==> src/rtl/pfd_pkg.sv <==
// Package: pfd_pkg
// Shared types and constants for the phase-frequency detector.
// Assumes two channels: index 0 is the reference side, index 1 the feedback side.
package pfd_pkg;
    localparam int unsigned N_CH   = 2;
    localparam int unsigned CH_REF = 0;
    localparam int unsigned CH_FB  = 1;

    typedef logic [1:0] ovl_sel_t;
endpackage

==> src/rtl/pfd_flag.sv <==
// Module: pfd_flag
// One pump-request flag. Its data input is tied high: a set strobe raises it,
// and a clear request lowers it. A clear takes priority over a set in the
// same cycle, so a strobe that arrives on the clearing edge is dropped.
// Assumes clr_i comes from the shared overlap timer.
module pfd_flag (
    input  logic clk,
    input  logic rst_n,
    input  logic set_i,
    input  logic clr_i,
    output logic q_o
);
    // Flag register: reset, then clear, then set, then hold.
    always_ff @(posedge clk) begin
        if (!rst_n)
            q_o <= 1'b0;
        else if (clr_i)
            q_o <= 1'b0;
        else if (set_i)
            q_o <= 1'b1;
    end

    assert_set_R2: assert property (@(posedge clk) disable iff (!rst_n)
        (set_i && !clr_i) |=> q_o);
    assert_hold_R3: assert property (@(posedge clk) disable iff (!rst_n)
        (q_o && !clr_i) |=> q_o);
    assert_drop_R7: assert property (@(posedge clk) disable iff (!rst_n)
        clr_i |=> !q_o);
endmodule

==> src/rtl/pfd_overlap_timer.sv <==
// Module: pfd_overlap_timer
// Counts the cycles in which both flags are high. It raises the clear
// request in the last cycle of the overlap width chosen by sel_i.
// Assumes sel_i is stable while both_i is high, and that every table
// entry is at least 1.
module pfd_overlap_timer #(
    parameter int unsigned OVL_0 = 1,
    parameter int unsigned OVL_1 = 2,
    parameter int unsigned OVL_2 = 3,
    parameter int unsigned OVL_3 = 4
) (
    input  logic             clk,
    input  logic             rst_n,
    input  logic             both_i,
    input  pfd_pkg::ovl_sel_t sel_i,
    output logic             clr_o
);
    localparam int unsigned OVL_MAX_A = (OVL_0 > OVL_1) ? OVL_0 : OVL_1;
    localparam int unsigned OVL_MAX_B = (OVL_2 > OVL_3) ? OVL_2 : OVL_3;
    localparam int unsigned OVL_MAX   = (OVL_MAX_A > OVL_MAX_B) ? OVL_MAX_A : OVL_MAX_B;
    localparam int unsigned CNT_W     = $clog2(OVL_MAX + 1);
    localparam logic [3:0][CNT_W-1:0] OVL_TBL =
        {CNT_W'(OVL_3), CNT_W'(OVL_2), CNT_W'(OVL_1), CNT_W'(OVL_0)};

    logic [CNT_W-1:0] cnt_q;
    logic [CNT_W-1:0] last_cnt;

    // Terminal count: the overlap width for the current code, minus one.
    always_comb begin
        last_cnt = OVL_TBL[sel_i] - CNT_W'(1);
        clr_o    = both_i && (cnt_q == last_cnt);
    end

    // Count overlap cycles; return to zero on clear or when not overlapping.
    always_ff @(posedge clk) begin
        if (!rst_n || !both_i || clr_o)
            cnt_q <= '0;
        else
            cnt_q <= cnt_q + CNT_W'(1);
    end

    assert_cnt_bound_R4: assert property (@(posedge clk) disable iff (!rst_n)
        both_i |-> (cnt_q < OVL_TBL[sel_i]));
    assert_sel_stable_R4: assert property (@(posedge clk) disable iff (!rst_n)
        (both_i && !clr_o) |=> $stable(sel_i));
    assert_idle_zero_R1: assert property (@(posedge clk) disable iff (!rst_n)
        !both_i |=> (cnt_q == '0));
endmodule

==> src/rtl/pfd_antibacklash.sv <==
// Module: pfd_antibacklash
// Top level of the synchronous phase-frequency detector. It holds one flag per
// input (built by a generate loop) and one shared overlap timer that clears
// both flags together. The error pulse is high while the two flags differ.
// Assumes ref_edge and fb_edge are single-cycle strobes in the clk domain.
module pfd_antibacklash #(
    parameter int unsigned OVL_0 = 1,
    parameter int unsigned OVL_1 = 2,
    parameter int unsigned OVL_2 = 3,
    parameter int unsigned OVL_3 = 4
) (
    input  logic       clk,
    input  logic       rst_n,
    input  logic       ref_edge,
    input  logic       fb_edge,
    input  logic [1:0] ovl_sel,
    output logic       up,
    output logic       dn,
    output logic       phase_err
);
    import pfd_pkg::*;

    logic [N_CH-1:0] strobe;
    logic [N_CH-1:0] flag_q;
    logic            both;
    logic            clr;

    // Gather the strobes in channel order and merge the flag states.
    always_comb begin
        strobe[CH_REF] = ref_edge;
        strobe[CH_FB]  = fb_edge;
        both           = &flag_q;
    end

    for (genvar ch = 0; ch < N_CH; ch++) begin : g_flag
        pfd_flag u_flag (
            .clk   (clk),
            .rst_n (rst_n),
            .set_i (strobe[ch]),
            .clr_i (clr),
            .q_o   (flag_q[ch])
        );
    end

    pfd_overlap_timer #(
        .OVL_0 (OVL_0),
        .OVL_1 (OVL_1),
        .OVL_2 (OVL_2),
        .OVL_3 (OVL_3)
    ) u_timer (
        .clk    (clk),
        .rst_n  (rst_n),
        .both_i (both),
        .sel_i  (ovl_sel),
        .clr_o  (clr)
    );

    // Drive the pump requests and the error pulse from the flag states.
    always_comb begin
        up        = flag_q[CH_REF];
        dn        = flag_q[CH_FB];
        phase_err = up ^ dn;
    end

    assert_clear_together_R4: assert property (@(posedge clk) disable iff (!rst_n)
        (up && dn) |=> (up == dn));
    assert_err_quiet_in_overlap_R6: assert property (@(posedge clk) disable iff (!rst_n)
        (up && dn) |-> !phase_err);
    assert_reset_low_R1: assert property (@(posedge clk)
        !rst_n |=> (!up && !dn));
endmodule

==> config.mk <==
export PLATFORM = sky130hd
export DESIGN_NAME = pfd_antibacklash
export DESIGN_NICKNAME = d
export VERILOG_FILES = /design/src/rtl/pfd_pkg.sv /design/src/rtl/pfd_flag.sv /design/src/rtl/pfd_overlap_timer.sv /design/src/rtl/pfd_antibacklash.sv
export SDC_FILE = /design/constraint.sdc
export NUM_CORES = 1
export LEC_CHECK = 0
export ABC_CLOCK_PERIOD_IN_PS = 1200
export CORE_AREA = 2 2 39 41
export DETAILED_ROUTE_END_ITERATION = 6
export DIE_AREA = 0 0 41 43
export GPL_ROUTABILITY_DRIVEN = 0
export HOLD_SLACK_MARGIN = 0.15
export SYNTH_ARGS = -nofsm -noshare
export SYNTH_HDL_FRONTEND = slang
export SYNTH_HIERARCHICAL = 1
export SYNTH_SLANG_ARGS = --single-unit
==> constraint.sdc <==
create_clock -name clk -period 1.2 [get_ports clk]
set_input_delay 0.24 -clock clk [delete_from_list [all_inputs] [get_ports clk]]
set_output_delay 0.24 -clock clk [all_outputs]
set_load 0.02 [all_outputs]
==> results by group, run 1 <==
Outcome
  • Outcome: finished, final reports clean

Power and ir drop
  • Clk pwr share: 41.9%
  • Internal power: 0.355 mW
  • Pwr dens: 1190 mW/mm2
  • Peak supply drop: 0.000498 V
  • Total leakage power: 0.160 nW
  • Combinational group share of total power: approximately 20%
  • Total power: 0.472 mW
  • Psw: roughly 0.12 mW
  • Sw frac: 24.8%
  • Sequential Power Share: 38.3%

Placement
  • PortBufs: 8
  • DP Area: roughly 360 um2

Synthesis
  • Post-synth top area share: 43.5%
  • Post-synthesis mux area share: 0%
  • Cells after synthesis: 21
  • Post-synthesis register bit count: 5
  • Post-Syn Nets: 29
  • Top cells by area, synth: dfxtp_1 (43%), xnor2_1 (11%), ha_1 (11%)
  • Post-Synth Adder-Cell Area: 10.9%
  • Synth warn: 6
  • Post-synthesis simple-gate area fraction: 23.9%
  • Sequential area share after synthesis: 43.5%
  • Synth Area per Inst: 11.0 um2
  • Largest family of logic cells by synthesized area: simple AND/OR/NAND/NOR gates
  • Top cell type by total area after synthesis: dfxtp_1
  • Post-synthesis compound-gate area fraction: 10.3%
  • Mapped Area: 230 um2
  • Number of unique standard cell types used by synthesis: 11
  • Post-synthesis xor/xnor area fraction: between 10% and 20%

Timing
  • RSZ-0062 raised after global routing: yes
  • Post-route minimum period: 1.18 ns
  • Max Fclk: 851 MHz
  • Worst Skew: 0.00236 ns
  • Final period util: 98.0%
  • Final setup viols: 0
  • Final slew viol count: 0
  • Endpoints failing hold: 0
  • Worst relative slew slack: 86.4%
  • Slew @ Worst Pin: 0.203 ns

Die
  • Die footprint: around 0.0018 mm2
  • Row count: 14
  • Core area: around 0.0014 mm2
  • Initial Utilization: 16.6%
  • DIE WIDTH: between 40 and 50 um
  • # IOs: 9
  • Die Height: 43 um

Final layout
  • Design area: 395 um2
  • Area Growth Syn to Fin: 71.7%
  • Filler cells: 150
  • Diode count: 0
  • Footprint of the multi-input gates: 145 um2
  • Share of layout cells above drive strength 1: 45.9%
  • NumNets Final: 46
  • Sequential Area: 103 um2

Drt
  • Final ANT Viol Nets: 0
  • Total Routed Length: 547 um
  • Detailed Routing Iterations Pass 1: 2
  • Drt drc: 0
  • Vias after detailed routing: between 200 and 250
  • Iter 0 DRT Violations: 1
  • Avg WL per Cell: about 10 um
  • Vias/cell: 4.04

Global route
  • Initial antenna violation count: 0
  • Largest net degree at the start of global routing: 5
  • Number of global-route vias before repair: 237
  • First-pass GRT wire length: approximately 950 um
  • Tot GR Track Use: ~8.6%
  • GRT overflow: 0

Setup path
  • R2R Setup Slk: around 0.070 ns
  • Critical Path End Type: output port
  • Worst EP arrival: 0.94 ns
  • R2R cell count: 4
  • Worst setup startpoint: g_flag[0].u_flag/q_o$_SDFFE_PP0P_
  • Crit Path Max Fanout: 2
  • RR Endpoint: g_flag[0].u_flag/q_o$_SDFFE_PP0P_
  • WS Path Type: flip-flop to output port
  • Critical Path RT: between 0.9 and 1 ns
  • CP startpoint kind: flip-flop
  • FF-to-FF Start: g_flag[0].u_flag/q_o$_SDFFE_PP0P_

Clock tree
  • Number of setup buffers added after CTS: 0
  • Clk_lat worst skew: 0.24 ns
  • CTS H-tree lvls: 1
  • Root buf cell: clkbuf_4
  • CTS tree: built
  • CTS Buffer Depth: 2
  • TritonCTS Buffers: 3
  • CTS sink cnt: 5
  • Clock-pin slew on the worst setup and hold paths: around 0.040 ns
  • Hold_buf cts: 0

Worst hold path
  • Hold_sp: u_timer/cnt_q[0]$_SDFF_PP0_
  • HP Class: flip-flop to flip-flop
  • Worst Hold Path Cells: 1
  • Hold path endpoint: u_timer/cnt_q[0]$_SDFF_PP0_

Flow run
  • Max_cap viols: 0
## worst max-delay path by stage
stage | endpoint | slack, ns | cells after the start
floorplan | g_flag[0].u_flag/q_o$_SDFFE_PP0P_ | 0.04 | 4
global placement | phase_err | -0.20 | 2
detailed placement | phase_err | -0.20 | 2
CTS | up | 0.003 | 2
global route | phase_err | -0.008 | 2
finish | phase_err | 0.02 | 2
## worst max-delay path: stages, from the launching register on
cell and delay (ns):
dfxtp_2 0.33, ha_4 0.26, buf_6 0.10
## layout by cell type, fill, tap and decap left out
cell type        synthesis  routed
nor3b_2                  2       2
clkbuf_1                 0       1
and3_2                   1       1
a31oi_1                  1       1
nand3_1                  1       1
xnor2_1                  3       3
buf_2                    0       2
nor2b_2                  0       1
dfxtp_1                  5       3
nor2_1                   2       2
buf_6                    0       1
buf_4                    0       4
dfxtp_2                  0       2
clkbuf_4                 0       3
ha_4                     0       1
ha_1                     2       1
clkdlybuf4s50_1          0       5
nand2_1                  1       1
a311oi_1                 2       2
## logic make-up after synthesis
group / count (synthesis)
AND/OR/NAND/NOR: 8
flip-flops: 5
AO/OA/AOI/OAI: 3
XOR/XNOR: 3
adder cells (fa/ha/maj): 2
## power by group through the flow
stage | Clock (mW) | Combinational, mW | Sequential (mW)
6_report | 0.198 | 0.0933 | 0.181
5_1_grt | 0.227 | 0.101 | 0.181
3_5_place_dp | 0 | 0.0903 | 0.181
4_1_cts | 0.208 | 0.0967 | 0.181
3_3_place_gp | 0 | 0.0907 | 0.181
2_1_floorplan | 0 | 0.0308 | 0.188
## metrics by stage
step	utilization, %	hold WS [ns]	instances	setup TNS (ns)	worst slack [ns]
floorplan	-	0.381	21	0	0.0398
global placement	26.2	0.468	49	-0.695	-0.202
detailed placement	26.2	0.478	49	-0.692	-0.199
CTS	29.3	0.483	53	0	0.00278
global route	28.6	0.490	53	-0.00841	-0.00841
finish	28.6	0.479	53	0	0.0243
## cells in the mapped netlist
cell type  count
nand2_1        1
nor3b_2        2
a31oi_1        1
nor2b_1        1
xnor2_1        3
ha_1           2
a311oi_1       2
nand3_1        1
dfxtp_1        5
and3_2         1
nor2_1         2
## cell type report
cell class	instances	area share, %
multi-input combinational	16	36.7
clock buffer	4	6.65
tap	16	5.06
timing repair buffer	12	25.6
sequential	5	25.9
## routing by layer
metal | up-vias | part of all wire, % | track usage [%] | wire, um
met4 | 0 | 0 | 6.00 | 0
met5 | - | 0 | 0 | 0
met3 | 0 | 7.7 | 6.28 | 42
met2 | 8 | 52 | 10.9 | 282
met1 | 97 | 41 | 9.68 | 223
li1 | 109 | - | - | -
## sequential cells by signal, summed over array words and instances, names as in the netlist
register / flops
u_timer/cnt_q: 3
g_flag.u_flag/q_o: 2
## repair_timing
action	in CTS	in global routing
endpoints found under the hold margin	0	0
endpoints found under the setup margin	3	5
gates resized for setup	13	3
No activity file was read; power rests on OpenSTA's default activity.
==> inputs of run 2 (changes only) <==
--- a/config.mk
+++ b/config.mk
@@ -5,6 +5,7 @@
 export SDC_FILE = /design/constraint.sdc
 export NUM_CORES = 1
 export LEC_CHECK = 0
+export ABC_AREA = 1
 export ABC_CLOCK_PERIOD_IN_PS = 1200
 export CORE_AREA = 2 2 39 41
 export DETAILED_ROUTE_END_ITERATION = 6
@@ -15,3 +16,4 @@
 export SYNTH_HDL_FRONTEND = slang
 export SYNTH_HIERARCHICAL = 1
 export SYNTH_SLANG_ARGS = --single-unit
+export TNS_END_PERCENT = 100
==> run 2 against run 1 <==
Compared with the run above:
- sequential share of layout area fell by 0.082 points
- register-to-register slack better by 0.06 ns
- global-route usage is 1.7 points lower
- wire length decreased by 19%
- area after synthesis rose by 8.2%
- hold slack got worse by 0.012 ns
- critical endpoint unchanged
- largest cell class unchanged
- highest routed layer unchanged
==> results by group, run 2 <==
Final layout
  • Largest regs: u_timer/cnt_q x3, g_flag.u_flag/q_o x2 (unchanged)
  • NumNets Final: 58 (was 46)
  • Filler cells: 162 (was 150)
  • Max reg flops: 3 (unchanged)
  • Design area: 397 um2 (was 395 um2)
  • Area Growth Syn to Fin: 59.3% (was 71.7%)
  • Share of layout cells above drive strength 1: 26.5% (was 45.9%)
  • Most frequent cells in the layout: nor2_1 (9), inv_1 (8), nand2_1 (8) (was clkdlybuf4s50_1 (5), buf_4 (4), clkbuf_4 (3), xnor2_1 (3), dfxtp_1 (3))
  • Finished Layout Cells: 65 (was 53)
  • Largest reg by FF count: u_timer/cnt_q (unchanged)
  • Commonest non-fill, non-tap cell in the layout: nor2_1 (was clkdlybuf4s50_1)
  • Diode count: 0 (unchanged)

Placement
  • DP Area: 364 um2 (was 363 um2)
  • Pre-CTS setup slack: -0.198 ns (was -0.199 ns)
  • Placed cells: 61 (was 49)
  • Detailed Place HPWL: about 380 um
  • PortBufs: 8 (unchanged)

Synthesis
  • Synth Area per Inst: 7.11 um2 (was 11.0 um2)
  • Post-synthesis register bit count: 5 (unchanged)
  • Post-Syn Nets: 43 (was 29)
  • Top cells by area, synth: dfxtp_1 (40%), nor2_1 (14%), inv_1 (12%) (was dfxtp_1 (43%), xnor2_1 (11%), ha_1 (11%))
  • Mapped Area: 249 um2 (was 230 um2)
  • Synth warn: 6 (unchanged)
  • Top cell type by total area after synthesis: dfxtp_1 (unchanged)
  • Number of unique standard cell types used by synthesis: 8 (was 11)
  • Cells after synthesis: 35 (was 21)
  • Commonest cells post-synth: nor2_1 (9), inv_1 (8), nand2_1 (8) (was dfxtp_1 (5), xnor2_1 (3))
  • Count leader, synth: nor2_1 (was dfxtp_1)
  • Synth Flop Type: dfxtp_1 (unchanged)
  • Post-synth EDFFs: 0 (unchanged)
  • Async S/R FF share, synth: 0% (unchanged)
  • Post-synth top area share: 40.2% (was 43.5%)
  • Sequential area share after synthesis: 40.2% (was 43.5%)

Drt
  • Final ANT Viol Nets: 0 (unchanged)
  • Drt drc: 0 (unchanged)
  • Total Routed Length: 444 um (was 547 um)
  • Vias/cell: 3.55 (was 4.04)
  • Avg WL per Cell: 6.83 um (was 10.3 um)
  • Detailed Routing Iterations Pass 1: 1 (was 2)
  • Iter 0 DRT Violations: 0 (was 1)
  • Vias after detailed routing: 231 (was 214)

Setup path
  • FF-to-FF Start: g_flag[0].u_flag/q_o$_SDFFE_PP0P_ (unchanged)
  • Worst EP arrival: 0.92 ns (was 0.94 ns)
  • CP bufs+invs: 1 (unchanged)
  • Worst setup startpoint: g_flag[1].u_flag/q_o$_SDFFE_PP0P_ (was g_flag[0].u_flag/q_o$_SDFFE_PP0P_)
  • Family with the most delay on the worst path: flip-flops (unchanged)
  • Largest stage delay on the critical path: 0.32 ns (was 0.33 ns)
  • WS Path Type: flip-flop to output port (unchanged)
  • Crit-path cells: ha_4 > buf_6 (unchanged)
  • Crit Path Max Fanout: 2 (unchanged)
  • Crit-path slowest cell: dfxtp_2 (unchanged)
  • R2R Setup Slk: 0.13 ns (was 0.07 ns)
  • R2R cell count: 8 (was 4)
  • Critical Path End Type: output port (unchanged)
  • RR Endpoint: g_flag[0].u_flag/q_o$_SDFFE_PP0P_ (unchanged)
  • Crit. path cell count: 2 (unchanged)
  • CP startpoint kind: flip-flop (unchanged)
  • Critical Path RT: 0.96 ns (about the same)

Clock tree
  • CTS Buffer Depth: 2 (unchanged)
  • Clock-pin slew on the worst setup and hold paths: 0.04 ns (about the same)
  • Number of setup buffers added after CTS: 0 (unchanged)
  • CTS tree: built (unchanged)
  • TritonCTS Buffers: 3 (unchanged)
  • CTS H-tree lvls: 1 (unchanged)
  • Root buf cell: clkbuf_4 (unchanged)
  • Hold_buf cts: 0 (unchanged)
  • Clk_lat worst skew: 0.23 ns (was 0.24 ns)
  • CTS sink cnt: 5 (unchanged)

Timing
  • Worst Skew: 0.00140 ns (was 0.00236 ns)
  • Final slew viol count: 0 (unchanged)
  • Post-route minimum period: 1.16 ns (was 1.18 ns)
  • Max Fclk: 861 MHz (was 851 MHz)
  • Hold_ws: 0.467 ns (was 0.479 ns)
  • Final setup viols: 0 (unchanged)
  • Worst relative slew slack: 88.7% (was 86.4%)
  • Fin Setup TNS: 0 ns (unchanged)
  • Final WS setup: 0.0392 ns (was 0.0243 ns)
  • Endpoints failing hold: 0 (unchanged)
  • Slew @ Worst Pin: 0.169 ns (was 0.203 ns)
  • Final period util: 96.7% (was 98.0%)
  • RSZ-0062 raised after global routing: no (was yes)

Die
  • Core area: 0.00138 mm2 (unchanged)
  • Initial Utilization: 18.0% (was 16.6%)
  • Die Height: 43 um (unchanged)
  • Die footprint: 0.00176 mm2 (unchanged)
  • Row count: 14 (unchanged)
  • # IOs: 9 (unchanged)
  • DIE WIDTH: 41 um (unchanged)

Global route
  • Tot GR Track Use: 6.93% (was 8.64%)
  • Initial antenna violation count: 0 (unchanged)
  • GRT overflow: 0 (unchanged)
  • First-pass GRT wire length: 731 um (was 945 um)
  • Largest net degree at the start of global routing: 5 (unchanged)
  • Number of global-route vias before repair: 219 (was 237)

Worst hold path
  • Worst Hold Path Cells: 1 (unchanged)
  • Hold_sp: u_timer/cnt_q[0]$_SDFF_PP0_ (unchanged)
  • HP Class: flip-flop to flip-flop (unchanged)
  • Hold path endpoint: u_timer/cnt_q[0]$_SDFF_PP0_ (unchanged)

Power and ir drop
  • Peak supply drop: 0.000352 V (was 0.000498 V)
  • Pwr dens: 1130 mW/mm2 (was 1190 mW/mm2)
  • Total leakage power: 0.181 nW (was 0.160 nW)

Flow run
  • Max_cap viols: 0 (unchanged)

Outcome
  • Outcome: finished, final reports clean (unchanged)
[run 2: changes by cell type after synthesis, moves of 2 or more]
cell / previous run / this run
nor2_1: 2 / 9
nor3b_2: 2 / 0
nand2_1: 1 / 8
a311oi_1: 2 / 0
xnor2_1: 3 / 1
inv_1: 0 / 8
[run 2: worst max path at each step]
stage | end | slack, ns
after floorplan | g_flag[0].u_flag/q_o$_SDFFE_PP0P_ | 0.02
after global placement | phase_err | -0.19
after detailed placement | phase_err | -0.20
after CTS | phase_err | -0.03
after global routing | phase_err | 0.01
final | phase_err | 0.04
[run 2: layer usage]
metal	wire, um	vias up	track usage [%]
met5	0	-	0
met3	13	0	1.57
met2	237	2	9.38
met1	193	100	6.75
met4	0	0	10.0
li1	-	129	-
[run 2: area by class of cell]
class	instances	area [um2]	share of cell area, %
multi-input combinational	22	131	33.1
sequential	5	103	25.9
timing repair buffer	10	86.3	21.8
inverter	8	30.0	7.57
clock buffer	4	26.3	6.62
tap	16	20.0	5.05
[run 2: timing repair]
action	CTS	global route
endpoints found under the hold margin	0	0
setup endpoints to repair	3	4
pin swaps	1	1
gates resized for setup	12	5
[run 2: cells by family after synthesis]
group	Yosys count	synth area share, %
fa+ha+maj	2	10.0
xor+xnor	1	3.52
compound gates	1	4.52
flops	5	40.2
buf+inv	8	12.1
simple gates	18	29.6
[run 2: power by group]
group	switching (mW)	internal [mW]	total, mW
combinational	0.0363	0.0463	0.0827
sequential	0.00615	0.174	0.181
clock	0.0614	0.125	0.187
total	0.104	0.346	0.450
[run 2: metrics by stage]
stage / power [mW] / utilization, %
floorplan: 0.216 / -
global placement: 0.262 / 26.3
detailed placement: 0.263 / 26.3
CTS: 0.460 / 28.5
global route: 0.485 / 28.7
finish: 0.450 / 28.7
